[config.mk]
export PLATFORM = sky130hd
export DESIGN_NAME = qf_fifo
export DESIGN_NICKNAME = d
export VERILOG_FILES = /design/src/rtl/qf_fifo_pkg.sv /design/src/rtl/qf_ptr.sv /design/src/rtl/qf_store.sv /design/src/rtl/qf_track.sv /design/src/rtl/qf_fifo.sv
export SDC_FILE = /design/constraint.sdc
export NUM_CORES = 1
export LEC_CHECK = 0
export BUFFER_PORTS_ARGS = -buffer_cell sky130_fd_sc_hd__buf_2
export CORE_UTILIZATION = 30
export CTS_BUF_LIST = sky130_fd_sc_hd__clkbuf_4 sky130_fd_sc_hd__clkbuf_8 sky130_fd_sc_hd__clkbuf_16
export DETAILED_ROUTE_END_ITERATION = 6
export GPL_ROUTABILITY_DRIVEN = 0
export SYNTH_ARGS = -nofsm -noshare
export SYNTH_HDL_FRONTEND = slang
export SYNTH_SLANG_ARGS = --single-unit
[constraint.sdc]
create_clock -name clk -period 5.5 [get_ports clk]
set_input_delay 0.55 -clock clk [delete_from_list [all_inputs] [get_ports clk]]
set_output_delay 0.55 -clock clk [all_outputs]
set_load 0.02 [all_outputs]
[src/rtl/qf_fifo_pkg.sv]
package qf_fifo_pkg;

    // Flag state: which half of the occupancy range was last visited.
    typedef enum logic {
        QS_LOW  = 1'b0,
        QS_HIGH = 1'b1
    } qstate_e;

    // Quarter of the pointer difference, from its two top bits.
    typedef enum logic [1:0] {
        QD_FIRST  = 2'b00,
        QD_SECOND = 2'b01,
        QD_THIRD  = 2'b10,
        QD_FOURTH = 2'b11
    } quarter_e;

    typedef struct packed {
        logic wr_ok;
        logic rd_ok;
    } xfer_t;

    function automatic qstate_e next_qstate(input quarter_e q, input qstate_e cur);
        qstate_e nxt;
        case (q)
            QD_SECOND: nxt = QS_LOW;
            QD_THIRD:  nxt = QS_HIGH;
            default:   nxt = cur;
        endcase
        return nxt;
    endfunction

endpackage

[src/rtl/qf_ptr.sv]
module qf_ptr #(
    parameter int ADDR_W = 3
) (
    input  logic              clk,
    input  logic              rst,
    input  logic              adv_i,
    output logic [ADDR_W-1:0] ptr_o
);
    always_ff @(posedge clk) begin
        if (rst) begin
            ptr_o <= '0;
        end else if (adv_i) begin
            ptr_o <= ptr_o + 1'b1;
        end
    end
endmodule

[src/rtl/qf_store.sv]
module qf_store #(
    parameter int DATA_W = 8,
    parameter int ADDR_W = 3
) (
    input  logic              clk,
    input  logic              we_i,
    input  logic [ADDR_W-1:0] waddr_i,
    input  logic [DATA_W-1:0] wdata_i,
    input  logic [ADDR_W-1:0] raddr_i,
    output logic [DATA_W-1:0] rdata_o
);
    localparam int DEPTH = 1 << ADDR_W;

    logic [DATA_W-1:0] mem [DEPTH];

    always_ff @(posedge clk) begin
        if (we_i) begin
            mem[waddr_i] <= wdata_i;
        end
    end

    assign rdata_o = mem[raddr_i];
endmodule

[src/rtl/qf_track.sv]
module qf_track
    import qf_fifo_pkg::*;
#(
    parameter int ADDR_W = 3
) (
    input  logic              clk,
    input  logic              rst,
    input  logic [ADDR_W-1:0] diff_i,
    output qstate_e           state_o
);
    quarter_e quarter;

    assign quarter = quarter_e'(diff_i[ADDR_W-1 -: 2]);

    always_ff @(posedge clk) begin
        if (rst) begin
            state_o <= QS_LOW;
        end else begin
            state_o <= next_qstate(quarter, state_o);
        end
    end

    assert_enter_high_R5: assert property (@(posedge clk) disable iff (rst)
        (diff_i[ADDR_W-1 -: 2] == 2'b10) |=> (state_o == QS_HIGH));

    assert_enter_low_R6: assert property (@(posedge clk) disable iff (rst)
        (diff_i[ADDR_W-1 -: 2] == 2'b01) |=> (state_o == QS_LOW));

    assert_hold_state_R7: assert property (@(posedge clk) disable iff (rst)
        (diff_i[ADDR_W-1] == diff_i[ADDR_W-2]) |=> $stable(state_o));
endmodule

[src/rtl/qf_fifo.sv]
module qf_fifo
    import qf_fifo_pkg::*;
#(
    parameter int DATA_W = 8,
    parameter int ADDR_W = 3
) (
    input  logic              clk,
    input  logic              rst,
    input  logic              wr_en_i,
    input  logic [DATA_W-1:0] wr_data_i,
    input  logic              rd_en_i,
    output logic [DATA_W-1:0] rd_data_o,
    output logic              full_o,
    output logic              empty_o,
    output logic              almost_full_o,
    output logic              almost_empty_o
);
    generate
        if (ADDR_W < 2) begin : g_bad_addr_w
            $error("qf_fifo: ADDR_W must be at least 2");
        end
    endgenerate

    logic [ADDR_W-1:0] wptr;
    logic [ADDR_W-1:0] rptr;
    logic [ADDR_W-1:0] diff;
    logic              diff_zero;
    qstate_e           qstate;
    xfer_t             xfer;

    assign diff      = wptr - rptr;
    assign diff_zero = (diff == '0);

    assign empty_o        = diff_zero && (qstate == QS_LOW);
    assign full_o         = diff_zero && (qstate == QS_HIGH);
    assign almost_full_o  = (qstate == QS_HIGH);
    assign almost_empty_o = (qstate == QS_LOW);

    assign xfer.wr_ok = wr_en_i && !full_o;
    assign xfer.rd_ok = rd_en_i && !empty_o;

    qf_ptr #(.ADDR_W(ADDR_W)) i_wptr (
        .clk   (clk),
        .rst   (rst),
        .adv_i (xfer.wr_ok),
        .ptr_o (wptr)
    );

    qf_ptr #(.ADDR_W(ADDR_W)) i_rptr (
        .clk   (clk),
        .rst   (rst),
        .adv_i (xfer.rd_ok),
        .ptr_o (rptr)
    );

    qf_store #(.DATA_W(DATA_W), .ADDR_W(ADDR_W)) i_store (
        .clk     (clk),
        .we_i    (xfer.wr_ok),
        .waddr_i (wptr),
        .wdata_i (wr_data_i),
        .raddr_i (rptr),
        .rdata_o (rd_data_o)
    );

    qf_track #(.ADDR_W(ADDR_W)) i_track (
        .clk     (clk),
        .rst     (rst),
        .diff_i  (diff),
        .state_o (qstate)
    );

    assert_flags_exclusive_R3: assert property (@(posedge clk) disable iff (rst)
        !(full_o && empty_o));

    assert_no_overflow_R8: assert property (@(posedge clk) disable iff (rst)
        (full_o && wr_en_i) |=> (wptr == $past(wptr)));

    assert_no_underflow_R9: assert property (@(posedge clk) disable iff (rst)
        (empty_o && rd_en_i) |=> (rptr == $past(rptr)));

    assert_balanced_xfer_R10: assert property (@(posedge clk) disable iff (rst)
        (wr_en_i && rd_en_i && !full_o && !empty_o) |=> (diff == $past(diff)));
endmodule

==> flow_summary_export.csv, run 1 <==
group,metric,value,unit
pwr,ir_drop,0.000178,V
clock_network,cts_max_level,3,
sta,tns,0,ns
floorplanning,io-pin-count,24,
routing,drc,0,
clock_network,cts_tree,"yes",
grt,grt_overflow,0,
run,cap_violations,0,
floorplanning,start_util,30.9,%
place,dp_hpwl,3390,um
min_path,hp-class,"input pin to flip-flop",
synthesis,synth_fp_nets,177,
grt,track_usage,11.6,%
synthesis,synth_warnings,0,
floorplanning,dieArea,0.0104,sq mm
setup_path,reg2reg_from,"i_wptr.ptr_o[0]",
synthesis,async_flop_share,0,%
sta,fin_ws,2.49,ns
synthesis,ys_types,27,
setup_path,path_class,"flip-flop to primary output",
floorplanning,dieHeight,102,um
routing,routed_wl,5320,um
grt,grt_max_degree,17,
synthesis,synthAdderAreaFrac,2.33,%
place,portBuffers,23,
routing,ant_nets,0,
setup_path,cp-start-kind,"flip-flop",
pwr,leakage,1.17,nW
min_path,min_to,"i_store.mem[4][1]",
grt,grt_antenna_before_repair,0,
final_layout,area_delta_synth_final,15.2,%
final_layout,final_core_utilization,35.6,%
grt,grt_pass1_wl,8410,um
floorplanning,core,0.00973,sq mm
sta,hold_viol_final,0,
sta,rsz0062_at_grt,"no",
routing,drt_iter0_drc,87,
synthesis,postSynthAreaPerCell,18.8,sq um
sta,fmax,0.332,GHz
clock_network,clk_pin_slew,0.07,ns
synthesis,ys_seq_area_share,70.6,%
synthesis,synth_compound_area_share,2.04,%
clock_network,cts_max_path_buffers,2,
routing,vias,1486,
routing,dr.pass1.iters,4,
sta,timing.final.crit_share,54.8,%
sta,finalClockSkew,0.00571,ns
synthesis,synthFlopType,"edfxtp_1",
synthesis,synth-simple-area-share,4.00,%
grt,grt_pass1_vias,1556,
synthesis,syn-cell-area,0.00301,sq mm
outcome,outcome,"finished, final reports clean",
sta,post-route-min-period,3.01,ns
synthesis,synth_xor_area_share,1.12,%
synthesis,synth-edff-count,64,
floorplanning,fp-row-count,36,
place,post-place-ws,2.44,ns
final_layout,layout-drive-gt1-share,35.1,%
final_layout,fin_nets,207,
min_path,hold_path_startpoint,"wr_data_i[1]",
sta,worst_pin_slew,1.26,ns
setup_path,crit_arrival,2.46,ns
clock_network,clk_latency,0.34,ns
synthesis,syn_inst,160,
min_path,holdPathStages,1,
synthesis,synth_seq_cells,74,
sta,setup_violations,0,
clock_network,hold_buffers,0,
clock_network,root_buffer,"clkbuf_8",
clock_network,ctsResizeCount,0,
setup_path,crit_required,4.95,ns
floorplanning,die_w,102,um
pwr,powerDensity,424,mW/mm^2
synthesis,synth_top_family_by_area,"multiplexers",
clock_network,post_cts.repair.setup_buffers,0,
sta,drv_slew,0,
setup_path,reg2reg_slack,2.50,ns
routing,avgRoutedWirePerCell,16.3,um
sta,relSlewSlack,15.1,%
final_layout,diodes,0,
synthesis,synthMuxAreaShare,18.4,%
setup_path,timing.rr.end,"i_store.mem[0][6]",
setup_path,path_max_fanout,16,
setup_path,cp-end-kind,"primary output",
final_layout,fill_cells,966,
clock_network,clock-sinks,74,
clock_network,cts_made_buffers,9,
routing,via_per_inst,4.54,
setup_path,reg2regPathDepth,6,
==> cell usage in the layout, fill, tap and decap left out <==
cell type and n:
bufinv_16 1, nor3_1 5, o31a_1 1, clkinv_4 1, clkinvlp_4 1, mux2_2 9
inv_1 4, ha_1 4, dfxtp_1 10, o311a_1 1, nand3_1 3, clkinv_1 2
clkbuf_8 9, nor2b_1 2, o221a_2 1, fa_1 1, xnor2_1 1, o21ai_0 1
buf_4 3, xor3_2 1, a41oi_1 1, nor2_1 10, clkinv_2 1, mux2_4 2
mux2i_1 4, edfxtp_1 64, a41o_1 1, buf_2 23, nand2_1 8, mux2_1 2
o21a_1 1, mux4_2 16
==> state kept, by name, indices dropped and copies added, names as in the netlist, named ones only <==
signal and cells:
i_rptr.ptr_o 3, i_store.mem 64, i_track.state_o 1, i_wptr.ptr_o 3
==> worst max-delay path, cell delays in order, from the launching register on <==
cell and delay [ns]:
dfxtp_1 1.06, mux4_2 0.62, mux2_2 0.28, buf_2 0.16
==> metrics by stage <==
stage | total power, mW | cell area, sq um | hold slack (ns) | std cells
finish | 1.47 | 3460 | 0.484 | 327
global route | 1.55 | 3460 | 0.468 | 327
CTS | 1.49 | 3460 | 0.471 | 327
detailed placement | 1.10 | 3280 | 0.540 | 312
global placement | 1.09 | 3280 | 0.524 | 312
floorplan | 1.00 | 3010 | 0.494 | 160
==> worst max path at each step <==
stage	startpoint	end	slack (ns)
5_1_grt	flip-flop	rd_data_o[2]	2.22
6_report	flip-flop	rd_data_o[7]	2.49
2_1_floorplan	i_wptr.ptr_o[1]	i_store.mem[4][0]	2.94
4_1_cts	flip-flop	rd_data_o[7]	2.38
3_3_place_gp	i_wptr.ptr_o[0]	i_store.mem[0][2]	2.65
3_5_place_dp	i_wptr.ptr_o[0]	i_store.mem[0][1]	2.44
==> Yosys cell counts, types with 2 or more instances <==
cell	number	area, sq um
mux2_2	9	101
nor3_1	5	25.0
clkbuf_1	4	15.0
mux2_4	2	30.0
mux4_2	16	360
mux2_1	2	22.5
dfxtp_1	10	200
nand2_1	8	30.0
inv_1	4	15.0
edfxtp_1	64	1920
nor2b_1	2	12.5
buf_2	2	10.0
ha_1	4	50.1
nand3_1	3	15.0
mux2i_1	4	40.0
nor2_1	10	37.5
==> cell type report <==
type                       instances  area, sq um  share of cell area, %
clock buffer                       9          124                   3.58
timing repair buffer              26          138                   3.97
multi-input combinational         75          840                   24.2
tap                              133          166                   4.80
sequential                        74         2120                   61.3
inverter                           4         15.0                  0.434
clock inverter                     6         58.8                   1.70
==> metal layers <==
| metal | GRT usage, % | routed length, um | vias up |
|---|---|---|---|
| met3 | 5.20 | 225 | 7 |
| met1 | 13.7 | 2470 | 755 |
| met4 | 3.63 | 60 | 0 |
| met5 | 0 | 0 | - |
| li1 | - | - | 695 |
| met2 | 19.1 | 2560 | 29 |
==> power breakdown <==
group	switching, mW	internal [mW]	total [mW]	leakage, nW
Clock	0.185	0.204	0.389	0.0902
Combinational	0.177	0.194	0.370	0.416
Sequential	0.0636	0.646	0.710	0.663
==> cells by family (layout without fill, tap and decap cells) <==
group | after synthesis | after routing
adder cells (fa/ha/maj) | 5 | 5
AO/OA/AOI/OAI | 7 | 7
AND/OR/NAND/NOR | 28 | 28
multiplexers | 33 | 33
XOR/XNOR | 2 | 2
buffers and inverters | 11 | 45
flip-flops | 74 | 74
No activity file was read; power rests on OpenSTA's default activity.
==> run 2: changes to the inputs <==
Clock period 5.5 ns to 2.65 ns, I/O delays scaled along.
==> run 2 against run 1 <==
Against the previous run:
- register-to-register slack worse by 2.3 ns
- setup slack worse by 2.3 ns
- clock power is 100% higher
- first-iteration DRC count is 28% lower
==> flow_summary_export.csv, run 2 (synthesis results as in run 1) <==
group,metric,value,unit
setup_path,reg2regPathDepth,7,
clock_network,root_buffer,"clkbuf_8",
routing,dr.pass1.iters,4,
sta,hold_viol_final,0,
place,place_area,0.00333,sq mm
sta,timing.final.crit_share,92.5,%
min_path,min_to,"i_store.mem[1][3]",
final_layout,final_common_cell,"edfxtp_1",
final_layout,postLayoutCellArea,0.00351,sq mm
setup_path,cp.buffers_inverters,2,
routing,avgRoutedWirePerCell,15.6,um
grt,grt_max_degree,17,
setup_path,cp-start-kind,"flip-flop",
setup_path,timing.rr.end,"i_store.mem[5][5]",
place,portBuffers,23,
sta,tns,0,ns
sta,relSlewSlack,68.8,%
final_layout,fin_cells,334,
setup_path,cp_cell_sequence,"inv_1 -> ha_1 -> fa_1 -> xor3_2 -> nor3_1 -> buf_2",
pwr,powerDensity,869,mW/mm^2
clock_network,clock-sinks,74,
clock_network,hold_buffers,0,
setup_path,cp-end-kind,"primary output",
final_layout,diodes,0,
clock_network,cts_made_buffers,9,
clock_network,cts_max_level,3,
sta,post-route-min-period,2.45,ns
setup_path,reg2reg_slack,0.22,ns
setup_path,reg2reg_from,"i_wptr.ptr_o[0]",
clock_network,post_cts.repair.setup_buffers,0,
routing,drt_iter0_drc,63,
grt,grt_pass1_wl,8200,um
final_layout,fin_nets,214,
min_path,hold_path_startpoint,"wr_data_i[3]",
min_path,holdPathStages,1,
setup_path,path_depth,6,
clock_network,cts_tree,"yes",
final_layout,largestRegisters,"i_store.mem: 64 flops, i_rptr.ptr_o: 3 flops, i_wptr.ptr_o: 3 flops",
floorplanning,dieArea,0.0104,sq mm
final_layout,area_delta_synth_final,16.8,%
floorplanning,core,0.00973,sq mm
final_layout,largest_register_ffs,64,
sta,fmax,0.408,GHz
setup_path,crit_arrival,2.19,ns
floorplanning,start_util,30.9,%
setup_path,critPathTopFamily,"adder cells",
sta,rsz0062_at_grt,"no",
floorplanning,die_w,102,um
floorplanning,fp-row-count,36,
clock_network,clk_pin_slew,0.07,ns
outcome,outcome,"finished, final reports clean",
clock_network,cts_max_path_buffers,2,
setup_path,worst_path_max_delay_cell,"fa_1",
setup_path,path_max_fanout,6,
setup_path,crit_required,2.38,ns
place,dp_hpwl,3420,um
grt,grt_pass1_vias,1555,
routing,drc,0,
routing,routed_wl,5220,um
grt,grt_antenna_before_repair,0,
floorplanning,dieHeight,102,um
clock_network,ctsResizeCount,0,
grt,grt_overflow,0,
grt,track_usage,11.1,%
run,cap_violations,0,
sta,worst_pin_slew,0.464,ns
routing,via_per_inst,4.48,
sta,finalClockSkew,0.00540,ns
routing,ant_nets,0,
pwr,ir_drop,0.000487,V
floorplanning,io-pin-count,24,
sta,setup_violations,0,
setup_path,path_class,"flip-flop to primary output",
min_path,hp-class,"input pin to flip-flop",
clock_network,clk_latency,0.33,ns
setup_path,max_stage_delay,0.42,ns
final_layout,final_cell_mix,"edfxtp_1 (64), buf_2 (23), mux4_2 (16)",
place,dp.cells,319,
routing,vias,1495,
final_layout,layout-drive-gt1-share,36.8,%
pwr,leakage,1.21,nW
final_layout,top_register,"i_store.mem",
sta,drv_slew,0,
==> run 2: layer usage <==
| metal | vias up | global-route usage, % | wire length (um) |
|---|---|---|---|
| li1 | 707 | - | - |
| met1 | 755 | 14.3 | 2540 |
| met2 | 28 | 17.1 | 2420 |
| met3 | 5 | 4.45 | 199 |
| met4 | 0 | 3.63 | 59 |
| met5 | - | 0 | 0 |
==> run 2: how the worst max path moves through the flow <==
stage / startpoint / endpoint / slack, ns
detailed placement: i_wptr.ptr_o[0] / i_store.mem[5][1] / 0.25
finish: i_wptr.ptr_o[0] / empty_o / 0.20
floorplan: i_wptr.ptr_o[1] / i_store.mem[4][0] / 0.09
global placement: i_wptr.ptr_o[0] / i_store.mem[4][1] / 0.33
CTS: i_wptr.ptr_o[0] / empty_o / 0.15
global route: i_wptr.ptr_o[0] / empty_o / 0.04
==> run 2: per-stage QoR <==
step,power [mW],utilization [%],setup slack [ns],hold WS (ns)
after floorplan,2.07,-,0.0877,0.337
after global placement,2.30,34.3,0.334,0.519
after detailed placement,2.31,34.3,0.251,0.541
after CTS,3.10,36.1,0.149,0.188
after global routing,3.22,36.1,0.0435,0.194
final,3.05,36.1,0.198,0.198
==> run 2: power by group <==
| part | total, mW | leakage [nW] | switching (mW) | internal (mW) |
|---|---|---|---|---|
| registers | 1.38 | 0.663 | 0.0427 | 1.34 |
| logic | 0.881 | 0.453 | 0.462 | 0.419 |
| clock network | 0.784 | 0.0921 | 0.356 | 0.429 |
==> run 2: area by class of cell <==
cell class / count / area [sq um]
fillers: 930 / 6220
clock inverters: 5 / 46.3
multi-input cells: 75 / 840
flip-flops and latches: 74 / 2120
repair buffers: 33 / 190
inverters: 4 / 15.0
well taps: 133 / 166
clock buffers: 10 / 131
